[src/rtl/nor_cmd_pkg.sv]
package nor_cmd_pkg;
   typedef enum logic [1:0] {
      M_READ  = 2'd0,
      M_ERASE = 2'd1,
      M_PROG  = 2'd2,
      M_SUSP  = 2'd3
   } op_mode_t;

   typedef enum logic [2:0] {
      ST_IDLE,
      ST_KEY1,
      ST_KEY2,
      ST_ARMED,
      ST_KEY3,
      ST_KEY4,
      ST_PADDR
   } seq_step_t;
endpackage

[src/rtl/nor_unlock_fsm.sv]
module nor_unlock_fsm
   import nor_cmd_pkg::*;
#(
   parameter int             AW      = 12,
   parameter int             DW      = 8,
   parameter logic [AW-1:0]  ADDR_A  = 'h555,
   parameter logic [AW-1:0]  ADDR_B  = 'h2AA,
   parameter logic [DW-1:0]  KEY_A   = 'hAA,
   parameter logic [DW-1:0]  KEY_B   = 'h55,
   parameter logic [DW-1:0]  C_SETUP = 'h80,
   parameter logic [DW-1:0]  C_ERASE = 'h10,
   parameter logic [DW-1:0]  C_PROG  = 'hA0
) (
   input  logic          clk,
   input  logic          rst_n,
   input  logic          enable,
   input  logic          wr_en,
   input  logic [AW-1:0] wr_addr,
   input  logic [DW-1:0] wr_data,
   output logic          erase_go,
   output logic          prog_go
);
   seq_step_t step;
   logic hit_a, hit_b, hit_setup, hit_prog, hit_erase;

   always_comb begin
      hit_a     = (wr_addr == ADDR_A) && (wr_data == KEY_A);
      hit_b     = (wr_addr == ADDR_B) && (wr_data == KEY_B);
      hit_setup = (wr_addr == ADDR_A) && (wr_data == C_SETUP);
      hit_prog  = (wr_addr == ADDR_A) && (wr_data == C_PROG);
      hit_erase = (wr_addr == ADDR_A) && (wr_data == C_ERASE);
   end

   assign erase_go = enable && wr_en && (step == ST_KEY4) && hit_erase;
   assign prog_go  = enable && wr_en && (step == ST_PADDR);

   always_ff @(posedge clk or negedge rst_n) begin
      if (!rst_n) begin
         step <= ST_IDLE;
      end else if (!enable) begin
         step <= ST_IDLE;
      end else if (wr_en) begin
         case (step)
            ST_IDLE:  step <= hit_a ? ST_KEY1 : ST_IDLE;
            ST_KEY1:  step <= hit_b ? ST_KEY2 : ST_IDLE;
            ST_KEY2:  step <= hit_setup ? ST_ARMED : (hit_prog ? ST_PADDR : ST_IDLE);
            ST_ARMED: step <= hit_a ? ST_KEY3 : ST_IDLE;
            ST_KEY3:  step <= hit_b ? ST_KEY4 : ST_IDLE;
            default:  step <= ST_IDLE;
         endcase
      end
   end

   AST_MISMATCH_TO_IDLE: assert property (@(posedge clk) disable iff (!rst_n)
      (enable && wr_en && step == ST_KEY1 && !hit_b) |=> (step == ST_IDLE));
endmodule

[src/rtl/nor_op_timer.sv]
module nor_op_timer
   import nor_cmd_pkg::*;
#(
   parameter int            DW          = 8,
   parameter int            ERASE_TOTAL = 20,
   parameter int            PROG_CYC    = 20,
   parameter int            SUSP_CYC    = 4,
   parameter logic [DW-1:0] C_SUSP      = 'hB0,
   parameter logic [DW-1:0] C_RES       = 'h30
) (
   input  logic          clk,
   input  logic          rst_n,
   input  logic          erase_go,
   input  logic          prog_go,
   input  logic          wr_en,
   input  logic [DW-1:0] wr_data,
   output op_mode_t      mode
);
   localparam int MAXC = (ERASE_TOTAL > PROG_CYC) ? ERASE_TOTAL : PROG_CYC;
   localparam int CW   = $clog2(MAXC + 1);
   localparam int SW   = $clog2(SUSP_CYC + 1);

   logic [CW-1:0] cnt;
   logic [SW-1:0] scnt;
   logic          spend;

   always_ff @(posedge clk or negedge rst_n) begin
      if (!rst_n) begin
         mode  <= M_READ;
         cnt   <= '0;
         scnt  <= '0;
         spend <= 1'b0;
      end else begin
         case (mode)
            M_READ: begin
               spend <= 1'b0;
               if (erase_go) begin
                  mode <= M_ERASE;
                  cnt  <= CW'(ERASE_TOTAL - 1);
               end else if (prog_go) begin
                  mode <= M_PROG;
                  cnt  <= CW'(PROG_CYC - 1);
               end
            end
            M_ERASE: begin
               if (cnt == '0) mode <= M_READ;
               else           cnt  <= cnt - 1'b1;
            end
            M_PROG: begin
               if (cnt == '0) begin
                  mode  <= M_READ;
                  spend <= 1'b0;
               end else begin
                  cnt <= cnt - 1'b1;
                  if (spend) begin
                     if (scnt == '0) begin
                        mode  <= M_SUSP;
                        spend <= 1'b0;
                     end else begin
                        scnt <= scnt - 1'b1;
                     end
                  end else if (wr_en && wr_data == C_SUSP) begin
                     spend <= 1'b1;
                     scnt  <= SW'(SUSP_CYC - 1);
                  end
               end
            end
            default: begin
               if (wr_en && wr_data == C_RES) mode <= M_PROG;
            end
         endcase
      end
   end

   AST_ERASE_HOLDS: assert property (@(posedge clk) disable iff (!rst_n)
      (mode == M_ERASE && cnt != '0) |=> (mode == M_ERASE));
   AST_RESUME_TO_PROG: assert property (@(posedge clk) disable iff (!rst_n)
      (mode == M_SUSP && wr_en && wr_data == C_RES) |=> (mode == M_PROG));
   AST_SUSP_FROM_PROG: assert property (@(posedge clk) disable iff (!rst_n)
      $rose(mode == M_SUSP) |-> ($past(mode) == M_PROG));
endmodule

[src/rtl/nor_status_mux.sv]
module nor_status_mux
   import nor_cmd_pkg::*;
#(
   parameter int            AW         = 12,
   parameter int            DW         = 8,
   parameter int            SECT_BITS  = 2,
   parameter logic [DW-1:0] FILL       = '1,
   parameter bit            DQ2_TOGGLE = 1'b1
) (
   input  logic          clk,
   input  logic          rst_n,
   input  logic          rd_en,
   input  logic [AW-1:0] rd_addr,
   input  op_mode_t      mode,
   input  logic [AW-1:0] prog_addr,
   input  logic          prog_d7,
   output logic [DW-1:0] rd_data,
   output logic          rd_blocked
);
   logic          tog, dq2_val, same_sect, next_blk;
   logic [DW-1:0] next_data;

   generate
      if (DQ2_TOGGLE) begin : g_dq2_tog
         assign dq2_val = tog;
      end else begin : g_dq2_fixed
         assign dq2_val = 1'b0;
      end
   endgenerate

   always_comb begin
      same_sect = rd_addr[AW-1 -: SECT_BITS] == prog_addr[AW-1 -: SECT_BITS];
      next_data = '0;
      next_blk  = 1'b0;
      case (mode)
         M_ERASE: begin
            next_data[6] = tog;
            next_data[2] = dq2_val;
         end
         M_PROG: begin
            next_data[7] = ~prog_d7;
            next_data[6] = tog;
         end
         M_SUSP: begin
            if (same_sect) begin
               next_data[7] = ~prog_d7;
               next_blk     = 1'b1;
            end else begin
               next_data = FILL;
            end
         end
         default: next_data = FILL;
      endcase
   end

   always_ff @(posedge clk or negedge rst_n) begin
      if (!rst_n) begin
         tog        <= 1'b0;
         rd_data    <= '0;
         rd_blocked <= 1'b0;
      end else begin
         rd_blocked <= rd_en && next_blk;
         if (rd_en) rd_data <= next_data;
         if (mode == M_READ)
            tog <= 1'b0;
         else if (rd_en && (mode == M_ERASE || mode == M_PROG))
            tog <= ~tog;
      end
   end

   AST_ERASE_DQ7_LOW: assert property (@(posedge clk) disable iff (!rst_n)
      (rd_en && mode == M_ERASE) |=> (rd_data[7] == 1'b0));
   AST_STATUS_TOGGLES: assert property (@(posedge clk) disable iff (!rst_n)
      (rd_en && $past(rd_en) && (mode == M_ERASE || mode == M_PROG) && $past(mode) == mode)
      |=> (rd_data[6] != $past(rd_data[6])));
endmodule

[src/rtl/nor_cmd_seq.sv]
module nor_cmd_seq
   import nor_cmd_pkg::*;
#(
   parameter int            AW          = 12,
   parameter int            DW          = 8,
   parameter int            SECT_BITS   = 2,
   parameter int            PRE_CYCLES  = 8,
   parameter int            ERS_CYCLES  = 12,
   parameter int            PROG_CYCLES = 20,
   parameter int            SUSP_CYCLES = 4,
   parameter bit            DQ2_TOGGLE  = 1'b1,
   parameter logic [AW-1:0] UNLK_ADDR_A = 'h555,
   parameter logic [AW-1:0] UNLK_ADDR_B = 'h2AA,
   parameter logic [DW-1:0] UNLK_KEY_A  = 'hAA,
   parameter logic [DW-1:0] UNLK_KEY_B  = 'h55,
   parameter logic [DW-1:0] OP_SETUP    = 'h80,
   parameter logic [DW-1:0] OP_ERASE    = 'h10,
   parameter logic [DW-1:0] OP_PROG     = 'hA0,
   parameter logic [DW-1:0] OP_SUSPEND  = 'hB0,
   parameter logic [DW-1:0] OP_RESUME   = 'h30,
   parameter logic [DW-1:0] ARRAY_FILL  = 'hFF
) (
   input  logic          clk,
   input  logic          rst_n,
   input  logic          wr_en,
   input  logic [AW-1:0] wr_addr,
   input  logic [DW-1:0] wr_data,
   input  logic          rd_en,
   input  logic [AW-1:0] rd_addr,
   output logic          busy,
   output logic [1:0]    mode,
   output logic [DW-1:0] rd_data,
   output logic          rd_blocked
);
   localparam int ERASE_TOTAL = PRE_CYCLES + ERS_CYCLES;

   generate
      if (DW < 8)                         begin : g_chk_dw   $error("DW must be at least 8"); end
      if (SECT_BITS < 1 || SECT_BITS > AW) begin : g_chk_sect $error("SECT_BITS out of range"); end
      if (SUSP_CYCLES < 1)                begin : g_chk_susp $error("SUSP_CYCLES must be >= 1"); end
      if (PROG_CYCLES < 2)                begin : g_chk_prog $error("PROG_CYCLES must be >= 2"); end
      if (PRE_CYCLES < 1 || ERS_CYCLES < 1) begin : g_chk_ers $error("erase phases need >= 1 cycle"); end
   endgenerate

   op_mode_t      mode_q;
   logic          erase_go, prog_go;
   logic [AW-1:0] prog_addr;
   logic          prog_d7;

   nor_unlock_fsm #(
      .AW(AW), .DW(DW), .ADDR_A(UNLK_ADDR_A), .ADDR_B(UNLK_ADDR_B),
      .KEY_A(UNLK_KEY_A), .KEY_B(UNLK_KEY_B), .C_SETUP(OP_SETUP),
      .C_ERASE(OP_ERASE), .C_PROG(OP_PROG)
   ) u_unlock (
      .clk(clk), .rst_n(rst_n), .enable(mode_q == M_READ),
      .wr_en(wr_en), .wr_addr(wr_addr), .wr_data(wr_data),
      .erase_go(erase_go), .prog_go(prog_go)
   );

   nor_op_timer #(
      .DW(DW), .ERASE_TOTAL(ERASE_TOTAL), .PROG_CYC(PROG_CYCLES),
      .SUSP_CYC(SUSP_CYCLES), .C_SUSP(OP_SUSPEND), .C_RES(OP_RESUME)
   ) u_timer (
      .clk(clk), .rst_n(rst_n), .erase_go(erase_go), .prog_go(prog_go),
      .wr_en(wr_en), .wr_data(wr_data), .mode(mode_q)
   );

   always_ff @(posedge clk or negedge rst_n) begin
      if (!rst_n) begin
         prog_addr <= '0;
         prog_d7   <= 1'b0;
      end else if (prog_go) begin
         prog_addr <= wr_addr;
         prog_d7   <= wr_data[DW-1];
      end
   end

   nor_status_mux #(
      .AW(AW), .DW(DW), .SECT_BITS(SECT_BITS), .FILL(ARRAY_FILL),
      .DQ2_TOGGLE(DQ2_TOGGLE)
   ) u_status (
      .clk(clk), .rst_n(rst_n), .rd_en(rd_en), .rd_addr(rd_addr),
      .mode(mode_q), .prog_addr(prog_addr), .prog_d7(prog_d7),
      .rd_data(rd_data), .rd_blocked(rd_blocked)
   );

   assign busy = (mode_q == M_ERASE) || (mode_q == M_PROG);
   assign mode = mode_q;

   AST_ERASE_GO_STARTS: assert property (@(posedge clk) disable iff (!rst_n)
      erase_go |=> (mode_q == M_ERASE));
   AST_BLOCK_ONLY_SUSP: assert property (@(posedge clk) disable iff (!rst_n)
      rd_blocked |-> ($past(mode_q) == M_SUSP));
endmodule

[config.mk]
export PLATFORM = sky130hd
export DESIGN_NAME = nor_cmd_seq
export DESIGN_NICKNAME = d
export VERILOG_FILES = /design/src/rtl/nor_cmd_pkg.sv /design/src/rtl/nor_unlock_fsm.sv /design/src/rtl/nor_op_timer.sv /design/src/rtl/nor_status_mux.sv /design/src/rtl/nor_cmd_seq.sv
export SDC_FILE = /design/constraint.sdc
export NUM_CORES = 1
export LEC_CHECK = 0
export BUFFER_PORTS_ARGS = -buffer_cell sky130_fd_sc_hd__buf_2
export CAP_MARGIN = 20
export CORE_UTILIZATION = 45
export CTS_CLUSTER_SIZE = 10
export DETAILED_ROUTE_END_ITERATION = 16
export GPL_TIMING_DRIVEN = 0
export PLACE_DENSITY_LB_ADDON = 0.1
export SLEW_MARGIN = 15
export SYNTH_ARGS = -nofsm -noshare
export SYNTH_HDL_FRONTEND = slang
export SYNTH_SLANG_ARGS = --single-unit
[constraint.sdc]
create_clock -name clk -period 5.02 [get_ports clk]
set_clock_uncertainty 0.2 [all_clocks]
set_input_delay 0.251 -clock clk [delete_from_list [all_inputs] [get_ports clk]]
set_output_delay 0.251 -clock clk [all_outputs]
set_load 0.005 [all_outputs]
# --- Word-level counts from Yosys, hierarchy flattened ---
# Index checks and enable logic that the tools add are counted.
totals:
  register_bits: 37
  in_bits: 36
  output_inout_bits: 12
classes:
  reduce_logical: 27
  mux: 40
  eq_ne: 26
  bitwise: 3
  add_sub_neg: 2
op_table:
  columns: ["op", "count"]
  rows:
  - ["== test 8 bit (second input constant)", 4]
  - ["2-to-1 mux 3 bit", 9]
  - ["2-to-1 mux 2 bit", 8]
  - ["2-to-1 mux 5 bit", 3]
  - ["one-hot mux 3 bit (5 select lines)", 1]
  - ["logical AND 1 bit", 13]
  - ["== test 12 x 10 -> 1 bit (second input constant)", 1]
  - ["== test 12 x 11 -> 1 bit (second input constant)", 1]
  - ["2-to-1 mux 1 bit", 10]
  - ["one-hot mux 5 bit (2 select lines)", 1]
  - ["== test 3 bit (second input constant)", 3]
  - ["== test 8 x 5 -> 1 bit (second input constant)", 1]
  - ["== test 8 x 6 -> 1 bit (second input constant)", 1]
  - ["== test 8 x 7 -> 1 bit (second input constant)", 1]
  - ["nonzero test 2 bit", 4]
  - ["2-to-1 mux 7 bit", 1]
  - ["== test 3 x 2 -> 1 bit (second input constant)", 2]
  - ["zero test 3 bit", 2]
  - ["!= test 2 bit (second input constant)", 3]
  - ["!= test 3 x 1 -> 1 bit (second input constant)", 2]
  - ["one-hot mux 1 bit (3 select lines)", 2]
  - ["one-hot mux 2 bit (3 select lines)", 1]
  - ["one-hot mux 3 bit (2 select lines)", 1]
  - ["zero test 5 bit", 1]
  - ["18 further kinds", 22]

# --- Depth between registers and ports, before layout ---
# Gate-level depths: netlist (run 1).
logic_depth:
  ltp_word: 7
  depth_mapped: 7
  depth_no_buf: 7

# --- By module ---
# A second synthesis (run 1) with hierarchy kept.
hier_totals:
  hier_cells: 188
  area_unflattened_um2: 2013.2
modules_own_cells:
  columns: ["module", "n_inst", "seq_area_each_um2", "cells_each", "area_per_inst_um2"]
  rows:
  - ["nor_op_timer", 1, 275.3, 73, 724.4]
  - ["nor_cmd_seq", 1, 325.3, 30, 540.5]
  - ["nor_status_mux", 1, 150.1, 40, 381.6]
  - ["nor_unlock_fsm", 1, 75.1, 45, 366.6]

# --- Least setup slack after synthesis (run 1) ---
# OpenSTA, ideal clock, no wires.
synth_timing:
  kind: "register to register"
  start: "register u_timer.cnt[0]"
  end: "register u_timer.mode[0]"
  stages_incl_launch_ff: 8
  slack_ns: 2.620
  path_buffers: 0
  arrival_ns: 2.076
  setup_ns: 0.125
  synth_period_minus_slack_ns: 2.400
  cell_sequence: "dfrtp_1 inv_1 ha_1 or4b_2 o211a_1 a21oi_1 and3_1 mux2_2"
synth_between:
  elab_chain_cells: 3
synth_lines:
  columns: ["element", "line", "text"]
  rows:
  - ["start: declaration", "nor_op_timer.sv:23", "logic [CW-1:0] cnt;"]
  - ["start signal: assignment", "nor_op_timer.sv:39", "cnt <= CW'(ERASE_TOTAL - 1);"]
  - ["start signal: assignment", "nor_op_timer.sv:42", "cnt <= CW'(PROG_CYC - 1);"]
  - ["start signal: assignment", "nor_op_timer.sv:47", "else cnt <= cnt - 1'b1;"]
  - ["zero test 5 bit (*)", "nor_op_timer.sv:46, nor_op_timer.sv:50", null]
  - ["!= test 3 x 1 -> 1 bit (no source line) (tied with other cells)", null, null]
  - ["AND reduction 5 bit (no source line) or one-hot mux 2 bit (3 select lines) (tied branches)", null, null]
  - ["end signal: assignment", "nor_op_timer.sv:46", "if (cnt == '0) mode <= M_READ;"]
  - ["end signal: assignment", "nor_op_timer.sv:51", "mode <= M_READ;"]
  - ["end signal: assignment", "nor_op_timer.sv:57", "mode <= M_SUSP;"]
  - ["end: declaration", "nor_op_timer.sv:17", "output op_mode_t mode"]
# Every way passes the cells marked *; elsewhere a longest branch is shown, timed or not.
# A chain may end at the register's enable or synchronous reset.

# --- Worst setup path in the final report (run 1) ---
# Same ends and word-level chain as after synthesis.

==> results.yml, run 1 <==
outcome:
  outcome: "completed"
global_route:
  global_route.usage.total: 0.2050
  antenna_found_initial: 0
  grt_first_pass_wirelength_microns: 5671
  overflow: 0
  maximum_number_of_pins_on_one_net_before_global_route_repair: 24
  grt_pass1_vias: 1344
detailed_routing:
  detail_route.wl_per_cell_microns: 13.57
  drc_errors: 0
  detail_route.vias_per_cell: 5.322
  dr.pass1.iters: 4
  ant_nets: 0
  route.final.wire_length_microns: 3502
  total_vias_in_the_final_route: 1373
  detailedRoute.firstIterationViolations: 44
yosys:
  synth_seq_area_share: 0.3689
  synth_ff_type: "sky130_fd_sc_hd__dfrtp_1"
  number_of_enable_type_register_cells_in_the_synthesized_netlist: 0
  synth_cells: 170
  synthesized_netlist_net_count: 215
  netlist_area_sq_um: 1560
  synth-seq-cells: 23
  yosys_warnings: 0
  synthesized_area_per_cell_sq_um: 9.178
  async_flop_share: 1.000
  post_synth_num_cell_types: 47
worst_setup_path:
  cp-start-kind: "register"
  r2r.worst_path.cells: 7
  timing.critical_path.fanout_max: 6
  data_arrival_time_of_the_critical_path_ns: 2.59
  endpoint_class_of_the_critical_path: "register"
  worstPathRequired_ns: 5.04
  worstReg2RegEnd: "u_timer.mode[0]$_DFFE_PN0P_"
  path_class: "reg2reg"
  crit-reg2reg-launch: "u_timer.cnt[0]$_DFFE_PN0P_"
  reg2reg_setup_slack_ns: 2.45
cts:
  cts.reportedPaths.clkPinSlew_ns: 0.13
  tritoncts.num_buffers: 3
  cts_num_sinks: 23
  clockBufferDepth: 2
  cts_root_buffer: "sky130_fd_sc_hd__clkbuf_4"
  tritoncts: "built"
  clkLatencyLatePin_ns: 0.32
  cts_htree_levels: 1
  postCtsSetupRepairBufs: 0
  post_cts_hold_buffer_count: 3
  cts-resized-gates: 0
sta:
  timing.slew.headroom: 0.6137
  hold_slack_ns: 0.01086
  finalHoldViolations: 0
  timing.final.max_slew_violations: 0
  totalNegativeSetupSlack_ns: 0
  unrepaired_setup_endpoints_after_global_routing: "false"
  layout_min_cycle_time_ns: 2.570
  max_slew.worst_pin.slew_ns: 0.5715
  post-route-period-util: 0.5120
  setup_viol: 0
  max_clock_freq_mhz: 389.0
cells_and_area:
  layout.filler_cells: 340
  nNetsFinal: 258
  antenna_cells: 0
  synthToLayoutAreaGrowth_pct: 18.60
  layout-drive-gt1-share: 0.2594
  final_cell_count_no_fill: 258
  layout.core_utilization: 0.5546
floorplan:
  core.rowCount: 21
  core_region_area_sq_um: 3337
  die_h_microns: 60.89
  initial_utilization: 0.4676
  die_width_microns: 60.89
  dieArea_sq_um: 3707
  num_io_pins: 48
worst_hold_path:
  hp-start: "wr_data[7]"
  holdPathStages: 3
  hold_path_class: "in2reg"
  hold_path_end: "prog_d7$_DFFE_PN0P_"
power:
  max-vdd-ir-drop_v: 0.0002706
  switching_share: 0.4077
  power_w: 0.0008075
  cell_leakage_power_nw: 0.8724
  power.internal_w: 0.0004783
  seqPwrFrac: 0.354
  powerDensity_nw_per_um2: 436.3
  comb_power_share: 0.540
  p_clk_frac: 0.105
  power_switching_w: 0.0003292
place:
  buffer_ports.inserted: 35
  hpwlAfterDp_microns: 2710
  place_congestion: 0.8009
  placed_cells: 251
run:
  maxCapViolations: 0
==> logic make-up after synthesis <==
logic type	synth area share
fa+ha+maj	0.07217
buf+inv	0.04811
mux	0.05613
xor+xnor	0.01684
compound gates	0.1572
flops	0.3689
simple gates	0.2807
==> layer usage <==
metal / part of all wire / track usage
met4: 0.010 / 0.02922
met5: 0 / 0
met3: 0.021 / 0.04478
met1: 0.46 / 0.2395
met2: 0.50 / 0.3893
==> cell usage in the layout (no fill, tap or decap), types with 2 or more instances in the layout <==
cell,count
sky130_fd_sc_hd__inv_1,8
sky130_fd_sc_hd__and3_1,2
sky130_fd_sc_hd__clkbuf_1,3
sky130_fd_sc_hd__dfrtp_1,23
sky130_fd_sc_hd__xor2_1,3
sky130_fd_sc_hd__a22o_1,3
sky130_fd_sc_hd__mux2_2,4
sky130_fd_sc_hd__mux2_1,2
sky130_fd_sc_hd__nor3_1,4
sky130_fd_sc_hd__nor4b_1,3
sky130_fd_sc_hd__nor2_1,17
sky130_fd_sc_hd__ha_1,9
sky130_fd_sc_hd__buf_4,4
sky130_fd_sc_hd__nand4_1,4
sky130_fd_sc_hd__nand3_1,5
sky130_fd_sc_hd__dlygate4sd3_1,3
sky130_fd_sc_hd__o22ai_1,3
sky130_fd_sc_hd__a21oi_1,9
sky130_fd_sc_hd__buf_2,35
sky130_fd_sc_hd__nor2b_1,3
sky130_fd_sc_hd__a32oi_1,2
sky130_fd_sc_hd__clkbuf_4,3
sky130_fd_sc_hd__o31ai_1,3
sky130_fd_sc_hd__nor3b_1,3
sky130_fd_sc_hd__nand2_1,21
sky130_fd_sc_hd__mux2i_1,2
sky130_fd_sc_hd__nor4bb_1,4
sky130_fd_sc_hd__o21ai_0,4
==> how the worst max path moves through the flow <==
| stage | start | to | slack (ns) | depth (start not counted) |
|---|---|---|---|---|
| finish | u_timer.cnt[0]$_DFFE_PN0P_ | u_timer.mode[0]$_DFFE_PN0P_ | 2.45 | 7 |
| global route | u_timer.cnt[0]$_DFFE_PN0P_ | u_timer.mode[0]$_DFFE_PN0P_ | 2.35 | 7 |
| CTS | u_timer.cnt[0]$_DFFE_PN0P_ | u_timer.mode[0]$_DFFE_PN0P_ | 2.43 | 7 |
| global placement | u_timer.cnt[0]$_DFFE_PN0P_ | u_timer.mode[0]$_DFFE_PN0P_ | 2.50 | 7 |
| floorplan | u_timer.cnt[0]$_DFFE_PN0P_ | u_timer.mode[0]$_DFFE_PN0P_ | 2.62 | 7 |
| detailed placement | u_timer.cnt[0]$_DFFE_PN0P_ | u_timer.mode[0]$_DFFE_PN0P_ | 2.44 | 7 |
==> critical path: stages, from the launching register on <==
cell and delay [ns]:
sky130_fd_sc_hd__dfrtp_1 0.42, sky130_fd_sc_hd__inv_1 0.09, sky130_fd_sc_hd__ha_1 0.19, sky130_fd_sc_hd__or4b_2 0.67, sky130_fd_sc_hd__o211a_1 0.23, sky130_fd_sc_hd__a21oi_1 0.13, sky130_fd_sc_hd__and3_1 0.21, sky130_fd_sc_hd__mux2_2 0.34
==> per-stage QoR <==
stage	setup WS [ns]	cell area (sq um)
after floorplan	2.620	1560
after global placement	2.497	1793
after detailed placement	2.438	1793
after CTS	2.434	1851
after global routing	2.352	1851
final	2.450	1851
==> power by group through the flow <==
| stage | clock [W] | combinational (W) | sequential (W) |
|---|---|---|---|
| 6_report | 0.0000851 | 0.000436 | 0.000286 |
| 5_1_grt | 0.0000949 | 0.000502 | 0.000294 |
| 4_1_cts | 0.0000886 | 0.000440 | 0.000286 |
| 3_5_place_dp | 0 | 0.000435 | 0.000290 |
| 3_3_place_gp | 0 | 0.000423 | 0.000284 |
| 2_1_floorplan | 0 | 0.000309 | 0.000282 |
==> flip-flops by register name, summed over array words and instances, names as in the netlist, 2 cells and up <==
name              count
u_timer.cnt           5
u_status.rd_data      4
u_timer.scnt          3
u_unlock.step         3
prog_addr             2
u_timer.mode          2
==> cell type report <==
class	instances	area, sq um	area share
multi-input combinational	131	909.6	0.4915
sequential	23	575.6	0.3110
timing repair buffer	38	205.2	0.1109
tap	46	57.56	0.03110
buffer	8	45.04	0.02434
inverter	8	30.03	0.01623
clock buffer	3	22.52	0.01217
clock inverter	1	5.005	0.002705
==> cell usage after synthesis (5+ instances only) <==
cell	instances	share of area
sky130_fd_sc_hd__nor2_1	17	0.041
sky130_fd_sc_hd__a21oi_1	9	0.029
sky130_fd_sc_hd__inv_1	8	0.019
sky130_fd_sc_hd__dfrtp_1	23	0.37
sky130_fd_sc_hd__nand2_1	21	0.051
sky130_fd_sc_hd__nand3_1	5	0.016
sky130_fd_sc_hd__ha_1	9	0.072
Note: power is estimated with default switching activity, not from simulation.
==> run 2, diff against run 1 <==
--- a/config.mk
+++ b/config.mk
@@ -5,6 +5,7 @@
 export SDC_FILE = /design/constraint.sdc
 export NUM_CORES = 1
 export LEC_CHECK = 0
+export ABC_AREA = 1
 export BUFFER_PORTS_ARGS = -buffer_cell sky130_fd_sc_hd__buf_2
 export CAP_MARGIN = 20
 export CORE_UTILIZATION = 45
==> constraint.sdc (replaced) <==
create_clock -name clk -period 2.5 [get_ports clk]
set_clock_uncertainty 0.2 [all_clocks]
set_input_delay 0.125 -clock clk [delete_from_list [all_inputs] [get_ports clk]]
set_output_delay 0.125 -clock clk [all_outputs]
set_load 0.005 [all_outputs]
==> results.yml, run 2 <==
cells_and_area:
  number_of_flip_flops_under_the_largest_register_name: 5
  reg.largest.list: "u_timer.cnt: 5 flops, u_status.rd_data: 4 flops"
  register_name_with_the_most_flops: "u_timer.cnt"
  layout_common_cells: "sky130_fd_sc_hd__nand2_1 (64), sky130_fd_sc_hd__nor2_1 (39), sky130_fd_sc_hd__buf_2 (37), sky130_fd_sc_hd__inv_1 (32), sky130_fd_sc_hd__nand3_1 (24)"
  layout-drive-gt1-share: 0.1932
  final_non_filler_cell_area_sq_um: 2052
  layout.cells.most_common: "sky130_fd_sc_hd__nand2_1"
  antenna_cells: 0
  nNetsFinal: 341
  synthToLayoutAreaGrowth_pct: 21.93
power:
  powerDensity_nw_per_um2: 327.8
  cell_leakage_power_nw: 1.069
  max-vdd-ir-drop_v: 0.0004203
run:
  maxCapViolations: 0
sta:
  totalNegativeSetupSlack_ns: 0
  max_clock_freq_mhz: 495.9
  layout_min_cycle_time_ns: 2.017
  finalHoldViolations: 0
  post-route-period-util: 0.8067
  setup_viol: 0
  timing.final.max_slew_violations: 0
  max_slew.worst_pin.slew_ns: 0.5232
  unrepaired_setup_endpoints_after_global_routing: "false"
  timing.slew.headroom: 0.6512
floorplan:
  dieArea_sq_um: 3989
  initial_utilization: 0.4852
  num_io_pins: 48
  core_region_area_sq_um: 3468
  die_h_microns: 63.16
  die_width_microns: 63.16
  core.rowCount: 21
place:
  hpwlAfterDp_microns: 2835
  place_congestion: 0.8342
  dpl-instance-area_sq_um: 1926
  buffer_ports.inserted: 37
detailed_routing:
  top_signal_layer_used: "met4"
  drc_errors: 0
  ant_nets: 0
  total_vias_in_the_final_route: 1582
  met2_length_microns: 1633
  routed_metal_1_wirelength_microns: 1802
  detailedRoute.firstIterationViolations: 62
  route.final.wire_length_microns: 3547
  detail_route.wl_per_cell_microns: 10.40
  detailroute.wirelength.met3_microns: 88
  detail_route.vias_per_cell: 4.639
  dr.pass1.iters: 4
cts:
  cts_num_sinks: 23
  cts_htree_levels: 1
  post_cts_hold_buffer_count: 8
  tritoncts: "built"
  clockBufferDepth: 2
  tritoncts.num_buffers: 3
  cts-resized-gates: 0
  postCtsSetupRepairBufs: 0
  cts_root_buffer: "sky130_fd_sc_hd__clkbuf_8"
  clkLatencyLatePin_ns: 0.26
  cts.reportedPaths.clkPinSlew_ns: 0.08
worst_setup_path:
  path_class: "reg2reg"
  data_arrival_time_of_the_critical_path_ns: 1.97
  r2r.worst_path.cells: 11
  worstReg2RegEnd: "u_timer.cnt[1]$_DFFE_PN0P_"
  timing.critical_path.fanout_max: 7
  worstPathRequired_ns: 2.45
  cp-start-kind: "register"
  endpoint_class_of_the_critical_path: "register"
  reg2reg_setup_slack_ns: 0.48
  crit-reg2reg-launch: "u_timer.mode[1]$_DFFE_PN0P_"
yosys:
  synth.cells.most_frequent: "sky130_fd_sc_hd__nand2_1 (64), sky130_fd_sc_hd__nor2_1 (39), sky130_fd_sc_hd__inv_1 (32)"
  synth-seq-cells: 23
  number_of_enable_type_register_cells_in_the_synthesized_netlist: 0
  post-synth-top-area-cell: "sky130_fd_sc_hd__dfrtp_1"
  post-synth-top-count-cell: "sky130_fd_sc_hd__nand2_1"
  yosys_warnings: 0
  yosysTopAreaCellShare: 0.3420
  post_synth_num_cell_types: 29
  synth_ff_type: "sky130_fd_sc_hd__dfrtp_1"
  synth_cells: 246
  netlist_area_sq_um: 1683
  synthesized_netlist_net_count: 291
  synthesized_area_per_cell_sq_um: 6.841
  async_flop_share: 1.000
  netlist_top_cells_area: "sky130_fd_sc_hd__dfrtp_1 (34%), sky130_fd_sc_hd__nand2_1 (14%), sky130_fd_sc_hd__nor2_1 (8.7%)"
  synth_seq_area_share: 0.3420
global_route:
  grt_pass1_vias: 1443
  grt_first_pass_wirelength_microns: 6320
  overflow: 0
  global_route.usage.total: 0.2005
  antenna_found_initial: 0
  maximum_number_of_pins_on_one_net_before_global_route_repair: 24
worst_hold_path:
  hold_path_class: "in2async"
outcome:
  outcome: "completed"
run 2: kinds of logic (layout without fill, tap and decap cells):
group / Yosys count / count (layout) / synth area share
xor+xnor: 4 / 4 / 0.02082
fa+ha+maj: 9 / 9 / 0.06692
simple gates: 148 / 148 / 0.3926
compound gates: 24 / 24 / 0.07955
flops: 23 / 23 / 0.3420
buf+inv: 38 / 87 / 0.09814
run 2: worst max-delay path, stage by stage (launching register included):
cell	delay, ns
sky130_fd_sc_hd__dfrtp_1	0.45
sky130_fd_sc_hd__inv_1	0.11
sky130_fd_sc_hd__ha_1	0.28
sky130_fd_sc_hd__nand2_2	0.11
sky130_fd_sc_hd__nor2_2	0.11
sky130_fd_sc_hd__and3_1	0.17
sky130_fd_sc_hd__buf_6	0.13
sky130_fd_sc_hd__nor2_4	0.05
sky130_fd_sc_hd__nand2_8	0.10
sky130_fd_sc_hd__nand2_4	0.06
sky130_fd_sc_hd__nand2_1	0.06
sky130_fd_sc_hd__nand2_1	0.05
run 2: worst max-delay path by stage:
stage | startpoint | endpoint | slack (ns) | cells after the start
3_3_place_gp | u_timer.mode[0]$_DFFE_PN0P_ | u_timer.cnt[3]$_DFFE_PN0P_ | 0.50 | 11
4_1_cts | u_timer.mode[1]$_DFFE_PN0P_ | u_timer.cnt[1]$_DFFE_PN0P_ | 0.47 | 11
2_1_floorplan | u_timer.mode[0]$_DFFE_PN0P_ | u_timer.cnt[2]$_DFFE_PN0P_ | 0.70 | 10
5_1_grt | u_timer.mode[1]$_DFFE_PN0P_ | u_timer.cnt[1]$_DFFE_PN0P_ | 0.30 | 11
6_report | u_timer.mode[1]$_DFFE_PN0P_ | u_timer.cnt[1]$_DFFE_PN0P_ | 0.48 | 11
3_5_place_dp | u_timer.mode[1]$_DFFE_PN0P_ | u_timer.cnt[4]$_DFFE_PN0P_ | 0.50 | 11
run 2: power breakdown:
part	total (W)	leakage (nW)	internal, W	switching, W
logic	0.0000724	0.751	0.0000330	0.0000394
clock network	0.000227	0.0255	0.000111	0.000116
registers	0.000373	0.292	0.000373	0.000000647
run 2: cell type report:
type | instances | area, sq um
Tap cell | 46 | 57.56
Clock buffer | 3 | 41.29
Multi-Input combinational cell | 185 | 942.2
Inverter | 33 | 123.9
Buffer | 5 | 41.29
Sequential cell | 23 | 575.6
Timing Repair Buffer | 45 | 265.3
Clock inverter | 1 | 5.005
Fill cell | 362 | 1416
run 2: stage by stage:
step | power, W | instances | worst slack, ns | hold slack [ns] | utilization
floorplan | 0.0004045 | 246 | 0.7026 | -0.3706 | -
global placement | 0.0004443 | 329 | 0.5016 | -0.06599 | 0.5552
detailed placement | 0.0004447 | 329 | 0.4963 | -0.06257 | 0.5552
CTS | 0.0006880 | 341 | 0.4740 | 0.1590 | 0.5916
global route | 0.0007158 | 341 | 0.2987 | 0.1906 | 0.5916
finish | 0.0006726 | 341 | 0.4833 | 0.1627 | 0.5916
run 2: layer usage:
metal | GRT usage | vias to the layer above
met5 | 0 | -
met4 | 0.04360 | 0
met3 | 0.03804 | 2
met2 | 0.3293 | 15
met1 | 0.2714 | 690
li1 | - | 875
==> run 3, diff against run 2 <==
==> constraint.sdc (replaced) <==
create_clock -name clk -period 2 [get_ports clk]
set_clock_uncertainty 0.2 [all_clocks]
set_input_delay 0.1 -clock clk [delete_from_list [all_inputs] [get_ports clk]]
set_output_delay 0.1 -clock clk [all_outputs]
set_load 0.005 [all_outputs]
==> results.yml, run 3 (synthesized netlist as in run 2, its figures left out) <==
detailed_routing:
  detailedRoute.firstIterationViolations: 61
  dr.pass1.iters: 4
  drc_errors: 0
  detail_route.vias_per_cell: 4.648
  route.final.wire_length_microns: 3559
  ant_nets: 0
  detail_route.wl_per_cell_microns: 10.44
  total_vias_in_the_final_route: 1585
worst_setup_path:
  cp-start-kind: "register"
  path_class: "reg2reg"
  worstPathBufferInverterCount: 2
  crit_path_top_delay_cell: "sky130_fd_sc_hd__dfrtp_2"
  endpoint_class_of_the_critical_path: "register"
  reg2reg_setup_slack_ns: 0.15
  max_stage_delay_ns: 0.46
  cp_top_family: "simple AND/OR/NAND/NOR gates"
  data_arrival_time_of_the_critical_path_ns: 1.80
  critical_path.cell_chain: "inv_2 > ha_4 > nand2_2 > nor2_2 > and3_1 > buf_6 > nor2_4 > nand2_8 > nand2_4 > nand2_1 > nand2_1"
  timing.critical_path.fanout_max: 7
  worstPathRequired_ns: 1.95
  path_common_cell: "sky130_fd_sc_hd__nand2_1"
power:
  max-vdd-ir-drop_v: 0.0005289
  power_w: 0.0008409
  powerDensity_nw_per_um2: 406.8
  cell_leakage_power_nw: 1.068
floorplan:
  core.rowCount: 21
  die_h_microns: 63.16
  die_width_microns: 63.16
  dieArea_sq_um: 3989
  num_io_pins: 48
  core_region_area_sq_um: 3468
  initial_utilization: 0.4852
cells_and_area:
  layout_common_cells: "sky130_fd_sc_hd__nand2_1 (64), sky130_fd_sc_hd__nor2_1 (39), sky130_fd_sc_hd__buf_2 (37), sky130_fd_sc_hd__inv_1 (30), sky130_fd_sc_hd__nand3_1 (24)"
  reg.largest.list: "u_timer.cnt: 5 flops, u_status.rd_data: 4 flops"
  nNetsFinal: 341
  layout-drive-gt1-share: 0.2102
  number_of_flip_flops_under_the_largest_register_name: 5
  layout.cells.most_common: "sky130_fd_sc_hd__nand2_1"
  final_cell_count_no_fill: 341
  antenna_cells: 0
  register_name_with_the_most_flops: "u_timer.cnt"
  synthToLayoutAreaGrowth_pct: 22.83
global_route:
  grt_pass1_vias: 1443
  maximum_number_of_pins_on_one_net_before_global_route_repair: 24
  global_route.usage.total: 0.2005
  grt_first_pass_wirelength_microns: 6320
  antenna_found_initial: 0
  overflow: 0
cts:
  cts_num_sinks: 23
  cts.reportedPaths.clkPinSlew_ns: 0.08
  cts_htree_levels: 1
  tritoncts.num_buffers: 3
  tritoncts: "built"
  clockBufferDepth: 2
  cts_root_buffer: "sky130_fd_sc_hd__clkbuf_8"
  clkLatencyLatePin_ns: 0.26
sta:
  timing.slew.headroom: 0.6511
  max_slew.worst_pin.slew_ns: 0.5233
  totalNegativeSetupSlack_ns: 0
  finalHoldViolations: 0
  post-route-period-util: 0.9248
  layout_min_cycle_time_ns: 1.850
  unrepaired_setup_endpoints_after_global_routing: "false"
  setup_viol: 0
  timing.final.max_slew_violations: 0
  max_clock_freq_mhz: 540.6
run:
  maxCapViolations: 0
place:
  buffer_ports.inserted: 37
  place_congestion: 0.8342
  hpwlAfterDp_microns: 2835
  placed_cells: 329
outcome:
  outcome: "completed"
worst_hold_path:
  hold_path_class: "in2async"
## run 3: per-layer routing
| metal | wire [microns] | global-route usage |
|---|---|---|
| met1 | 1819 | 0.2714 |
| met2 | 1629 | 0.3293 |
| met3 | 88 | 0.03804 |
| met4 | 22 | 0.04360 |
| met5 | 0 | 0 |
## run 3: path summary, 6_finish.rpt
kind                                                       from                         endpoint  depth (start not counted)
worst min-delay path                                      rst_n      u_timer.scnt[2]$_DFFE_PN0P_                          2
worst min register to register  u_status.rd_data[7]$_DFFE_PN0P_  u_status.rd_data[7]$_DFFE_PN0P_                          2
max in group asynchronous                                 rst_n      u_timer.mode[0]$_DFFE_PN0P_                          2
min in group clk                                     wr_addr[8]     u_unlock.step[1]$_DFFE_PN0P_                          8
worst max register to register      u_timer.mode[1]$_DFFE_PN0P_       u_timer.cnt[1]$_DFFE_PN0P_                         11
worst max-delay path                u_timer.mode[1]$_DFFE_PN0P_       u_timer.cnt[1]$_DFFE_PN0P_                         11
## run 3: through the flow
stage	instance area, sq um	hold slack [ns]	utilization	setup slack, ns
floorplan	1683	-0.3956	-	0.2026
global placement	1926	-0.09099	0.5552	0.001614
detailed placement	1926	-0.08757	0.5552	-0.003669
CTS	2054	0.1340	0.5924	0.03847
global route	2067	0.1656	0.5960	0.004917
finish	2067	0.1376	0.5960	0.1503
## run 3: report_power, final
part / switching [W] / internal [W] / total, W
clock network: 0.000145 / 0.000139 / 0.000284
registers: 0.000000809 / 0.000466 / 0.000467
logic: 0.0000492 / 0.0000413 / 0.0000905
total: 0.000195 / 0.000646 / 0.000841
## run 3: worst reg2reg max path, delay by kind of cell, from the launching register on
family | cells | cell delay [ns]
adder cells (fa/ha/maj) | 1 | 0.17
buffers and inverters | 2 | 0.22
flip-flops | 1 | 0.46
AND/OR/NAND/NOR | 8 | 0.68
## run 3: layout make-up
cell class	instances	area [sq um]
fill	356	1401
multi-input combinational	185	954.7
sequential	23	578.1
timing repair buffer	45	265.3
inverter	33	123.9
tap	46	57.56
clock buffer	3	41.29
buffer	5	41.29
clock inverter	1	5.005
## run 3: repair_timing
action	4_1_cts	5_1_grt
gates resized for setup	1	5
hold endpoints to repair	34	0
hold buffers	8	0
setup endpoints to repair	6	7
gates cloned	0	0
buffers inserted	0	0
